===== config.mk =====
export PLATFORM = sky130hd
export DESIGN_NAME = sys_tick_timer
export DESIGN_NICKNAME = d
export VERILOG_FILES = /design/src/rtl/stk_pkg.sv /design/src/rtl/stk_bus_decode.sv /design/src/rtl/stk_ctrl_regs.sv /design/src/rtl/stk_down_counter.sv /design/src/rtl/sys_tick_timer.sv
export SDC_FILE = /design/constraint.sdc
export NUM_CORES = 1
export LEC_CHECK = 0
export ABC_AREA = 0
export BUFFER_PORTS_ARGS = -buffer_cell sky130_fd_sc_hd__buf_4
export CELL_PAD_IN_SITES_DETAIL_PLACEMENT = 1
export CELL_PAD_IN_SITES_GLOBAL_PLACEMENT = 2
export CORE_AREA = 2 2 109 111
export CTS_CLUSTER_DIAMETER = 40
export DETAILED_ROUTE_END_ITERATION = 10
export DIE_AREA = 0 0 111 113
export PLACE_DENSITY = 0.73
export SYNTH_ARGS = -nofsm -noshare
export SYNTH_HDL_FRONTEND = slang
export SYNTH_SLANG_ARGS = --single-unit

===== constraint.sdc =====
create_clock -name clk -period 2.5 [get_ports clk]
set_input_delay 0.625 -clock clk [delete_from_list [all_inputs] [get_ports clk]]
set_output_delay 0.625 -clock clk [all_outputs]
set_load 0.005 [all_outputs]

===== src/rtl/stk_pkg.sv =====
package stk_pkg;
   // word indices of the register window (byte offset / 4)
   localparam int unsigned WIDX_CTRL   = 4;
   localparam int unsigned WIDX_RELOAD = 5;
   localparam int unsigned WIDX_CUR    = 6;
   localparam int unsigned WIDX_CAL    = 7;

   // control/status field positions
   localparam int unsigned CB_EN   = 0;
   localparam int unsigned CB_IE   = 1;
   localparam int unsigned CB_SRC  = 2;
   localparam int unsigned CB_FLAG = 16;

   typedef enum logic [2:0] {
      RS_NONE,
      RS_CTRL,
      RS_RELOAD,
      RS_CUR,
      RS_CAL
   } rsel_e;

   typedef struct packed {
      logic wr_ctrl;
      logic wr_reload;
      logic wr_cur;
      logic rd_ctrl;
   } strobe_t;
endpackage


===== src/rtl/stk_bus_decode.sv =====
module stk_bus_decode
   import stk_pkg::*;
#(
   parameter int unsigned ADDR_W = 8
) (
   input  logic              bus_sel,
   input  logic              bus_wr,
   input  logic [ADDR_W-1:0] bus_addr,
   output strobe_t           stb,
   output rsel_e             rsel
);
   localparam int unsigned IDX_W = ADDR_W - 2;

   logic [IDX_W-1:0] widx;
   logic             hit_ctrl, hit_reload, hit_cur, hit_cal;
   logic             rd_cyc, wr_cyc;
   logic [1:0]       unused_lsb;

   assign widx       = bus_addr[ADDR_W-1:2];
   assign unused_lsb = bus_addr[1:0];
   assign rd_cyc     = bus_sel & ~bus_wr;
   assign wr_cyc     = bus_sel & bus_wr;

   assign hit_ctrl   = (widx == IDX_W'(WIDX_CTRL));
   assign hit_reload = (widx == IDX_W'(WIDX_RELOAD));
   assign hit_cur    = (widx == IDX_W'(WIDX_CUR));
   assign hit_cal    = (widx == IDX_W'(WIDX_CAL));

   assign stb.wr_ctrl   = wr_cyc & hit_ctrl;
   assign stb.wr_reload = wr_cyc & hit_reload;
   assign stb.wr_cur    = wr_cyc & hit_cur;
   assign stb.rd_ctrl   = rd_cyc & hit_ctrl;

   always_comb begin
      rsel = RS_NONE;
      if (rd_cyc) begin
         if (hit_ctrl)        rsel = RS_CTRL;
         else if (hit_reload) rsel = RS_RELOAD;
         else if (hit_cur)    rsel = RS_CUR;
         else if (hit_cal)    rsel = RS_CAL;
      end
   end
endmodule


===== src/rtl/stk_ctrl_regs.sv =====
module stk_ctrl_regs
   import stk_pkg::*;
#(
   parameter int unsigned CNT_W = 24
) (
   input  logic             clk,
   input  logic             rst_n,
   input  strobe_t          stb,
   input  logic [2:0]       ctrl_wdata,
   input  logic [CNT_W-1:0] reload_wdata,
   input  logic             expire,
   output logic             en,
   output logic             tick_ie,
   output logic             src_core,
   output logic             flag,
   output logic [CNT_W-1:0] reload,
   output logic             src_chg,
   output logic             en_rise
);
   logic reload_zero;

   assign reload_zero = (reload == '0);
   assign src_chg     = stb.wr_ctrl & (ctrl_wdata[CB_SRC] != src_core);
   assign en_rise     = stb.wr_ctrl & ctrl_wdata[CB_EN] & ~en;

   always_ff @(posedge clk or negedge rst_n) begin
      if (!rst_n) begin
         en       <= 1'b0;
         tick_ie  <= 1'b0;
         src_core <= 1'b0;
      end else if (stb.wr_ctrl) begin
         en       <= ctrl_wdata[CB_EN];
         tick_ie  <= ctrl_wdata[CB_IE];
         src_core <= ctrl_wdata[CB_SRC];
      end else if (expire && reload_zero) begin
         en       <= 1'b0;
      end
   end

   always_ff @(posedge clk or negedge rst_n) begin
      if (!rst_n)            flag <= 1'b0;
      else if (stb.wr_cur)   flag <= 1'b0;
      else if (expire)       flag <= 1'b1;
      else if (stb.rd_ctrl)  flag <= 1'b0;
   end

   always_ff @(posedge clk or negedge rst_n) begin
      if (!rst_n)              reload <= '0;
      else if (stb.wr_reload)  reload <= reload_wdata;
   end


   flag_set_chk: assert property (@(posedge clk) disable iff (!rst_n)
      expire |=> flag);

   flag_rdclr_chk: assert property (@(posedge clk) disable iff (!rst_n)
      (stb.rd_ctrl && !expire) |=> !flag);

   oneshot_stop_chk: assert property (@(posedge clk) disable iff (!rst_n)
      (expire && reload_zero && !stb.wr_ctrl) |=> !en);

   ctrl_write_chk: assert property (@(posedge clk) disable iff (!rst_n)
      stb.wr_ctrl |=> (en == $past(ctrl_wdata[CB_EN])) && (src_core == $past(ctrl_wdata[CB_SRC])));
endmodule


===== src/rtl/stk_down_counter.sv =====
module stk_down_counter #(
   parameter int unsigned CNT_W          = 24,
   parameter bit          REF_REGISTERED = 1'b0
) (
   input  logic             clk,
   input  logic             rst_n,
   input  logic             en,
   input  logic             src_core,
   input  logic             ref_tick_en,
   input  logic [CNT_W-1:0] reload,
   input  logic             wr_cur,
   input  logic             src_chg,
   input  logic             en_rise,
   output logic [CNT_W-1:0] cnt,
   output logic             expire
);
   logic ref_step;
   logic tick;
   logic cnt_zero;
   logic load;

   generate
      if (REF_REGISTERED) begin : g_ref_reg
         logic ref_q;
         always_ff @(posedge clk or negedge rst_n) begin
            if (!rst_n) ref_q <= 1'b0;
            else        ref_q <= ref_tick_en;
         end
         assign ref_step = ref_q;
      end else begin : g_ref_direct
         assign ref_step = ref_tick_en;
      end
   endgenerate

   assign tick     = en & (src_core | ref_step);
   assign cnt_zero = (cnt == '0);
   assign load     = wr_cur | src_chg | (en_rise & cnt_zero);
   assign expire   = tick & cnt_zero & ~wr_cur & ~src_chg;

   always_ff @(posedge clk or negedge rst_n) begin
      if (!rst_n)        cnt <= '0;
      else if (load)     cnt <= reload;
      else if (tick) begin
         if (cnt_zero)   cnt <= reload;
         else            cnt <= cnt - 1'b1;
      end
   end


   cur_load_chk: assert property (@(posedge clk) disable iff (!rst_n)
      wr_cur |=> (cnt == $past(reload)));

   hold_chk: assert property (@(posedge clk) disable iff (!rst_n)
      (!tick && !load) |=> $stable(cnt));

   step_chk: assert property (@(posedge clk) disable iff (!rst_n)
      (tick && !cnt_zero && !load) |=> (cnt == $past(cnt) - 1'b1));

   src_reload_chk: assert property (@(posedge clk) disable iff (!rst_n)
      src_chg |-> !expire);
endmodule


===== src/rtl/sys_tick_timer.sv =====
module sys_tick_timer
   import stk_pkg::*;
#(
   parameter int unsigned ADDR_W         = 8,
   parameter int unsigned CNT_W          = 24,
   parameter logic [31:0] CALIB_VALUE    = 32'h0000_2710,
   parameter bit          REF_REGISTERED = 1'b0
) (
   input  logic              clk,
   input  logic              rst_n,
   input  logic              ref_tick_en,
   input  logic              bus_sel,
   input  logic              bus_wr,
   input  logic [ADDR_W-1:0] bus_addr,
   input  logic [31:0]       bus_wdata,
   output logic [31:0]       bus_rdata,
   output logic              irq_pend
);
   generate
      if (ADDR_W < 5) begin : g_bad_addr
         $error("ADDR_W must cover offset 0x1C");
      end
      if (CNT_W < 2 || CNT_W > 31) begin : g_bad_cnt
         $error("CNT_W must lie in 2..31");
      end
   endgenerate

   strobe_t          stb;
   rsel_e            rsel;
   logic             en, tick_ie, src_core, flag;
   logic [CNT_W-1:0] reload, cnt;
   logic             src_chg, en_rise, expire;
   logic             irq_q;
   logic [31:0]      ctrl_word;
   logic             unused_wbits;

   assign unused_wbits = ^bus_wdata[31:CNT_W];

   stk_bus_decode #(.ADDR_W(ADDR_W)) u_dec (
      .bus_sel (bus_sel),
      .bus_wr  (bus_wr),
      .bus_addr(bus_addr),
      .stb     (stb),
      .rsel    (rsel)
   );

   stk_ctrl_regs #(.CNT_W(CNT_W)) u_regs (
      .clk         (clk),
      .rst_n       (rst_n),
      .stb         (stb),
      .ctrl_wdata  (bus_wdata[2:0]),
      .reload_wdata(bus_wdata[CNT_W-1:0]),
      .expire      (expire),
      .en          (en),
      .tick_ie     (tick_ie),
      .src_core    (src_core),
      .flag        (flag),
      .reload      (reload),
      .src_chg     (src_chg),
      .en_rise     (en_rise)
   );

   stk_down_counter #(.CNT_W(CNT_W), .REF_REGISTERED(REF_REGISTERED)) u_cnt (
      .clk        (clk),
      .rst_n      (rst_n),
      .en         (en),
      .src_core   (src_core),
      .ref_tick_en(ref_tick_en),
      .reload     (reload),
      .wr_cur     (stb.wr_cur),
      .src_chg    (src_chg),
      .en_rise    (en_rise),
      .cnt        (cnt),
      .expire     (expire)
   );

   always_comb begin
      ctrl_word          = '0;
      ctrl_word[CB_EN]   = en;
      ctrl_word[CB_IE]   = tick_ie;
      ctrl_word[CB_SRC]  = src_core;
      ctrl_word[CB_FLAG] = flag;
   end

   always_comb begin
      unique case (rsel)
         RS_CTRL:   bus_rdata = ctrl_word;
         RS_RELOAD: bus_rdata = 32'(reload);
         RS_CUR:    bus_rdata = en ? 32'(cnt) : 32'd0;
         RS_CAL:    bus_rdata = CALIB_VALUE;
         default:   bus_rdata = 32'd0;
      endcase
   end

   always_ff @(posedge clk or negedge rst_n) begin
      if (!rst_n) irq_q <= 1'b0;
      else        irq_q <= expire & tick_ie;
   end
   assign irq_pend = irq_q;


   irq_gate_chk: assert property (@(posedge clk) disable iff (!rst_n)
      irq_pend |-> $past(tick_ie) && flag);
endmodule


# Yosys cells after proc, flatten, opt, wreduce, memory -nomap -nowiden

Cells that the tools add are included.

Eq/ne operators: 9
Muxes and demuxes: 15
Add/subtract/negate cells: 1
Bitwise operators: 22
Reductions and logical operators: 6

Operators by type and width:

| operator                                                             | number |
|---|---|
| 24-bit 2-to-1 mux                                                    | 4 |
| 24-bit case mux with 4 select lines                                  | 1 |
| 24-bit zero test                                                     | 2 |
| 6-bit by 3-bit == test with 1-bit output, second input constant      | 4 |
| 24-bit by 1-bit subtractor with 24-bit output, second input constant | 1 |
| 1-bit AND                                                            | 15 |
| 3-bit 2-to-1 mux                                                     | 5 |
| 3-bit by 2-bit == test with 1-bit output, second input constant      | 2 |
| 1-bit 2-to-1 mux                                                     | 5 |
| 1-bit inverter                                                       | 4 |
| 2-bit nonzero test                                                   | 2 |
| 3-bit by 1-bit == test with 1-bit output, second input constant      | 1 |
| 3-bit == test, second input constant                                 | 1 |
| 1-bit OR                                                             | 3 |
| 3-bit nonzero test                                                   | 1 |
| 1-bit logical AND                                                    | 1 |
| 1-bit != test                                                        | 1 |

Output and inout port bits: 33
Bits in registers: 53

# Longest topological paths before layout

Depth in word-level cells: 8
Mapped depth: 9
Depth with buffers taken out: 7

# Hierarchy

From an unflattened synthesis, not the netlist that was laid out.

Cell total of the unflattened synthesis: 347
Area total of the unflattened synthesis: 3415.8 sq um

Modules (own cells, without submodules):

| module           | area each (sq um) | sequential area each (sq um) | cells each | instances |
|---|---|---|---|---|
| stk_down_counter | 1712.9            | 600.6                        | 196        | 1 |
| stk_ctrl_regs    | 1142.3            | 700.7                        | 75         | 1 |
| sys_tick_timer   | 469.2             | 25.0                         | 62         | 1 |
| stk_bus_decode   | 91.3              | 0.0                          | 14         | 1 |

# Least setup slack after synthesis

OpenSTA, ideal clock, no wires.

Path type: input to output
Start point: in bus_addr[5]
End point: out bus_rdata[1]
Buffers on the path: 2
Slack: 0.050 ns
Stages on the path: 7
Arrival time: 1.825 ns
Cell sequence: nand4bb_1 > nor3_1 > and3_1 > clkbuf_1 > clkbuf_1 > a22oi_1 > nand2_1

Word-level cells in the longest chain between the ends: 8
Elaborated cells between the ends (all ways): 14
Those cells by class: eq/ne (8); mux (6)

RTL lines:

| what                                        | RTL line             | text |
|---|---|---|
| start: declaration                          | sys_tick_timer.sv:14 | `input logic [ADDR_W-1:0] bus_addr,` |
| 6-bit by 3-bit == test with 1-bit output    | stk_bus_decode.sv:27 | `assign hit_cal = (widx == IDX_W'(WIDX_CAL));` |
| 3-bit 2-to-1 mux                            | stk_bus_decode.sv:40 | `else if (hit_cal) rsel = RS_CAL;` |
| 3-bit 2-to-1 mux                            | stk_bus_decode.sv:39 | `else if (hit_cur) rsel = RS_CUR;` |
| 3-bit 2-to-1 mux                            | stk_bus_decode.sv:38 | `else if (hit_reload) rsel = RS_RELOAD;` |
| 3-bit 2-to-1 mux *                          | stk_bus_decode.sv:37 | `if (hit_ctrl) rsel = RS_CTRL;` |
| 3-bit 2-to-1 mux *                          | stk_bus_decode.sv:36 | `if (rd_cyc) begin` |
| 3-bit == test, or another cell as far along | sys_tick_timer.sv:86 | `unique case (rsel)` |
| 24-bit case mux with 4 select lines *       | sys_tick_timer.sv:86 |  |
| end: declaration                            | sys_tick_timer.sv:16 | `output logic [31:0] bus_rdata,` |

Mark *: on every way between the ends. The rest lies on a longest branch, timed or not.

# Worst setup path in the final report

Start point: in bus_addr[6]
End point: out bus_rdata[23]

The elaborated chain is that of the path after synthesis.

==> flow_results.xml <==
<?xml version="1.0" encoding="UTF-8"?>
<metrics>
  <group name="clock_tree">
    <metric name="tritoncts_clock_tree" unit="">yes</metric>
    <metric name="cts_num_sinks" unit="">53</metric>
    <metric name="clock_path_buffers" unit="">2</metric>
    <metric name="ctsRootBufferMaster" unit="">sky130_fd_sc_hd__clkbuf_16</metric>
    <metric name="h_tree_depth" unit="">2</metric>
    <metric name="hold_bufs_inserted_after_cts" unit="">0</metric>
    <metric name="cts-buffers-inserted" unit="">5</metric>
    <metric name="clk-insertion-delay-late" unit="ns">0.29</metric>
    <metric name="cts.clk_slew.worst_paths" unit="ns">0.07</metric>
  </group>
  <group name="finish">
    <metric name="drive_gt1_share" unit="%">38.7</metric>
    <metric name="post_synthesis_to_final_layout_area_growth" unit="%">34.1</metric>
    <metric name="instances_no_fill" unit="">564</metric>
    <metric name="antennaDiodeCount" unit="">0</metric>
    <metric name="number_of_nets_in_the_final_layout" unit="">468</metric>
    <metric name="post-route-util" unit="%">39.8</metric>
    <metric name="num-fill-cells" unit="">1276</metric>
  </group>
  <group name="critical_path">
    <metric name="crit_fanout" unit="">10</metric>
    <metric name="crit-reg2reg-capture" unit="">u_cnt.cnt[15]$_DFFE_PN0P_</metric>
    <metric name="setup.worst_path.end_class" unit="">output port</metric>
    <metric name="timing.critical_path.from_type" unit="">input port</metric>
    <metric name="worst_ep_arrival_time" unit="ns">1.89</metric>
    <metric name="critPathRequiredTime" unit="ns">1.88</metric>
    <metric name="worst_r2r_startpoint" unit="">u_cnt.cnt[8]$_DFFE_PN0P_</metric>
    <metric name="timing.critical_path.to" unit="">bus_rdata[23]</metric>
    <metric name="timing_worst_setup_path_type" unit="">in2out</metric>
    <metric name="reg2reg_slack" unit="ns">0.07</metric>
    <metric name="worstSetupStartpoint" unit="">bus_addr[6]</metric>
    <metric name="length_in_cells_of_the_worst_reg_to_reg_path" unit="">6</metric>
  </group>
  <group name="run_status">
    <metric name="failed_checks" unit="">setup timing</metric>
    <metric name="status" unit="">finished with violations</metric>
  </group>
  <group name="detailed_routing">
    <metric name="dr.first_iter.drc_count" unit="">216</metric>
    <metric name="post-route-drc-count" unit="">0</metric>
    <metric name="dr_total_vias" unit="">3131</metric>
    <metric name="post_drt_wl_per_cell" unit="um">20.2</metric>
    <metric name="drt-total-wl" unit="um">11400</metric>
    <metric name="drt-vias-per-instance" unit="">5.55</metric>
    <metric name="ant_nets" unit="">0</metric>
    <metric name="drt_pre_antenna_iters" unit="">4</metric>
  </group>
  <group name="grt">
    <metric name="grt_antenna_before_repair" unit="">0</metric>
    <metric name="global_route_wire_length_before_repair" unit="um">18500</metric>
    <metric name="grt_max_degree" unit="">54</metric>
    <metric name="gr-total-overflow" unit="">0</metric>
    <metric name="via_count_of_the_first_global_routing_pass" unit="">3264</metric>
    <metric name="grtUsageTotal" unit="%">18.3</metric>
  </group>
  <group name="yosys">
    <metric name="synth_largest_area_cell" unit="">sky130_fd_sc_hd__dfrtp_1</metric>
    <metric name="netlist_instances" unit="">330</metric>
    <metric name="ys_dominant_reg_cell" unit="">sky130_fd_sc_hd__dfrtp_1</metric>
    <metric name="synthDistinctLibCells" unit="">52</metric>
    <metric name="yosys-top-cells-area" unit="">sky130_fd_sc_hd__dfrtp_1 (40%), sky130_fd_sc_hd__mux2_2 (9.1%), sky130_fd_sc_hd__mux2i_1 (6.3%)</metric>
    <metric name="seq_area_frac_synth" unit="%">39.6</metric>
    <metric name="synthesis.area_per_instance" unit="um2">10.1</metric>
    <metric name="yosysWarnings" unit="">0</metric>
    <metric name="most_frequently_used_cell_type_in_the_post_synthesis_netlist" unit="">sky130_fd_sc_hd__dfrtp_1</metric>
    <metric name="synth_edf_count" unit="">0</metric>
    <metric name="synth_area" unit="um2">3350</metric>
    <metric name="portion_of_synthesized_cell_area_occupied_by_the_leading_cell_type" unit="%">39.6</metric>
    <metric name="post_synth_top_cells" unit="">sky130_fd_sc_hd__dfrtp_1 (53), sky130_fd_sc_hd__mux2_2 (27), sky130_fd_sc_hd__mux2i_1 (21), sky130_fd_sc_hd__o22ai_1 (21), sky130_fd_sc_hd__nor4_1 (17)</metric>
    <metric name="postSynth.asyncResetShare" unit="%">100</metric>
    <metric name="synth.ff_latch_count" unit="">53</metric>
  </group>
  <group name="timing">
    <metric name="fmax" unit="MHz">397</metric>
    <metric name="finalCritPeriodShare" unit="%">101</metric>
    <metric name="fin_skew" unit="ns">0.00335</metric>
    <metric name="timing.final.max_slew_violations" unit="">0</metric>
    <metric name="worstMarginPinSlew" unit="ns">0.721</metric>
    <metric name="final_hold_viol_count" unit="">0</metric>
    <metric name="finalSetupViolCount" unit="">4</metric>
    <metric name="timing.slew.headroom" unit="%">51.9</metric>
    <metric name="timing.final.ws_setup" unit="ns">-0.0167</metric>
    <metric name="rsz0062_at_grt" unit="">yes</metric>
    <metric name="layout_min_cycle_time" unit="ns">2.52</metric>
  </group>
  <group name="floorplan">
    <metric name="die-area" unit="um2">12500</metric>
    <metric name="fp.dieW" unit="um">111</metric>
    <metric name="rows" unit="">39</metric>
    <metric name="fp.coreArea" unit="um2">11300</metric>
    <metric name="initial_utilization" unit="%">29.7</metric>
    <metric name="ios" unit="">78</metric>
    <metric name="dieHeight" unit="um">113</metric>
  </group>
  <group name="place">
    <metric name="detailed_place_hpwl" unit="um">8430</metric>
    <metric name="port_buffers" unit="">59</metric>
    <metric name="dpl.cell_count" unit="">550</metric>
    <metric name="place.gp.congestion" unit="">0.849</metric>
  </group>
  <group name="run">
    <metric name="drv.max_cap_violation_count" unit="">0</metric>
  </group>
  <group name="power">
    <metric name="power_density" unit="nW/um2">535</metric>
    <metric name="power.ir.vdd_worst" unit="V">0.000260</metric>
    <metric name="cellLeakagePower" unit="uW">0.00213</metric>
  </group>
  <group name="worst_hold_path">
    <metric name="min_path_type" unit="">in2async</metric>
  </group>
</metrics>
## per-stage QoR
stage | cell area (um2) | setup TNS (ns) | power [uW] | hold WS, ns | worst slack, ns
6_report | 4490 | -0.0265 | 2400 | 0.383 | -0.0167
2_1_floorplan | 3370 | 0 | 1330 | 0.329 | 0.0496
3_5_place_dp | 4170 | -0.938 | 1600 | 0.502 | -0.0875
4_1_cts | 4460 | -0.00991 | 2420 | 0.423 | -0.00991
5_1_grt | 4490 | -1.15 | 2530 | 0.438 | -0.0862
3_3_place_gp | 4170 | -0.902 | 1580 | 0.500 | -0.101
## report_power, final
part / internal, uW / switching, uW / leakage (uW)
Combinational: 273 / 264 / 0.00136
Clock: 472 / 324 / 0.0000803
Sequential: 939 / 127 / 0.000694
## logic make-up after synthesis
logic type	share of synthesized area [%]
AOI/OAI and AO/OA	19.4
xor gates and xnor gates	0.262
adders and majority gates	0.748
buffers and inverters	7.22
DFF	39.6
muxes	15.8
other	0.112
and+or+nand+nor	16.8
## layer usage
| layer | routed length, um | GRT usage, % | up-vias |
|---|---|---|---|
| li1 | - | - | 1454 |
| met1 | 5270 | 26.3 | 1585 |
| met2 | 5450 | 30.3 | 83 |
| met3 | 588 | 2.20 | 9 |
| met4 | 100 | 3.08 | 0 |
| met5 | 0 | 0 | - |
## how the worst min path moves through the flow
stage	startpoint	endpoint	slack, ns
after floorplan	rst_n	irq_pend$_DFF_PN0_	0.33
after global placement	u_cnt.cnt[13]$_DFFE_PN0P_	u_cnt.cnt[13]$_DFFE_PN0P_	0.50
after detailed placement	u_regs.flag$_DFFE_PN0P_	u_regs.flag$_DFFE_PN0P_	0.50
after CTS	rst_n	u_cnt.cnt[11]$_DFFE_PN0P_	0.42
after global routing	rst_n	u_cnt.cnt[11]$_DFFE_PN0P_	0.44
final	rst_n	u_cnt.cnt[11]$_DFFE_PN0P_	0.38
## cell usage in the layout, fill, tap and decap left out, drive strengths merged, types with 6 or more instances in the layout
| master | Yosys | layout |
|---|---|---|
| mux2i | 21 | 21 |
| nor4 | 18 | 18 |
| inv | 12 | 13 |
| conb | 1 | 8 |
| nand2 | 10 | 10 |
| a2bb2oi | 6 | 6 |
| nor3 | 16 | 16 |
| dfrtp | 53 | 53 |
| o2bb2ai | 16 | 16 |
| buf | 20 | 112 |
| o22ai | 21 | 21 |
| mux2 | 28 | 28 |
| or3 | 8 | 8 |
| a221o | 6 | 6 |
| a22o | 15 | 15 |
| nor2 | 16 | 16 |
## state kept, by name (all words and copies together) (netlist names)
| name | cells |
|---|---|
| u_regs.flag | 1 |
| u_regs.src_core | 1 |
| u_cnt.cnt | 24 |
| u_regs.tick_ie | 1 |
| u_regs.en | 1 |
| u_regs.reload | 24 |
| irq_pend | 1 |
## cell type report
type,instances,area (um2),area share [%]
sequential,53,1330,29.6
timing repair buffer,112,892,19.9
tap,143,179,3.99
clock buffer,5,125,2.79
multi-input combinational,237,1880,41.9
clock inverter,2,38.8,0.864
inverter,12,45.0,1.00
## timing repair
action,in CTS,in global routing
setup endpoints to repair,23,49
setup buffers,9,0
pin swaps,3,6
resized for setup,12,8
## worst max-delay path, stage by stage
cell and delay [ns]:
sky130_fd_sc_hd__buf_8 0.10, sky130_fd_sc_hd__nand4bb_4 0.24, sky130_fd_sc_hd__nor3_4 0.22, sky130_fd_sc_hd__and3_4 0.25, sky130_fd_sc_hd__buf_6 0.17, sky130_fd_sc_hd__a22o_1 0.17
sky130_fd_sc_hd__buf_4 0.11
Power figures use the tool's default switching activity.
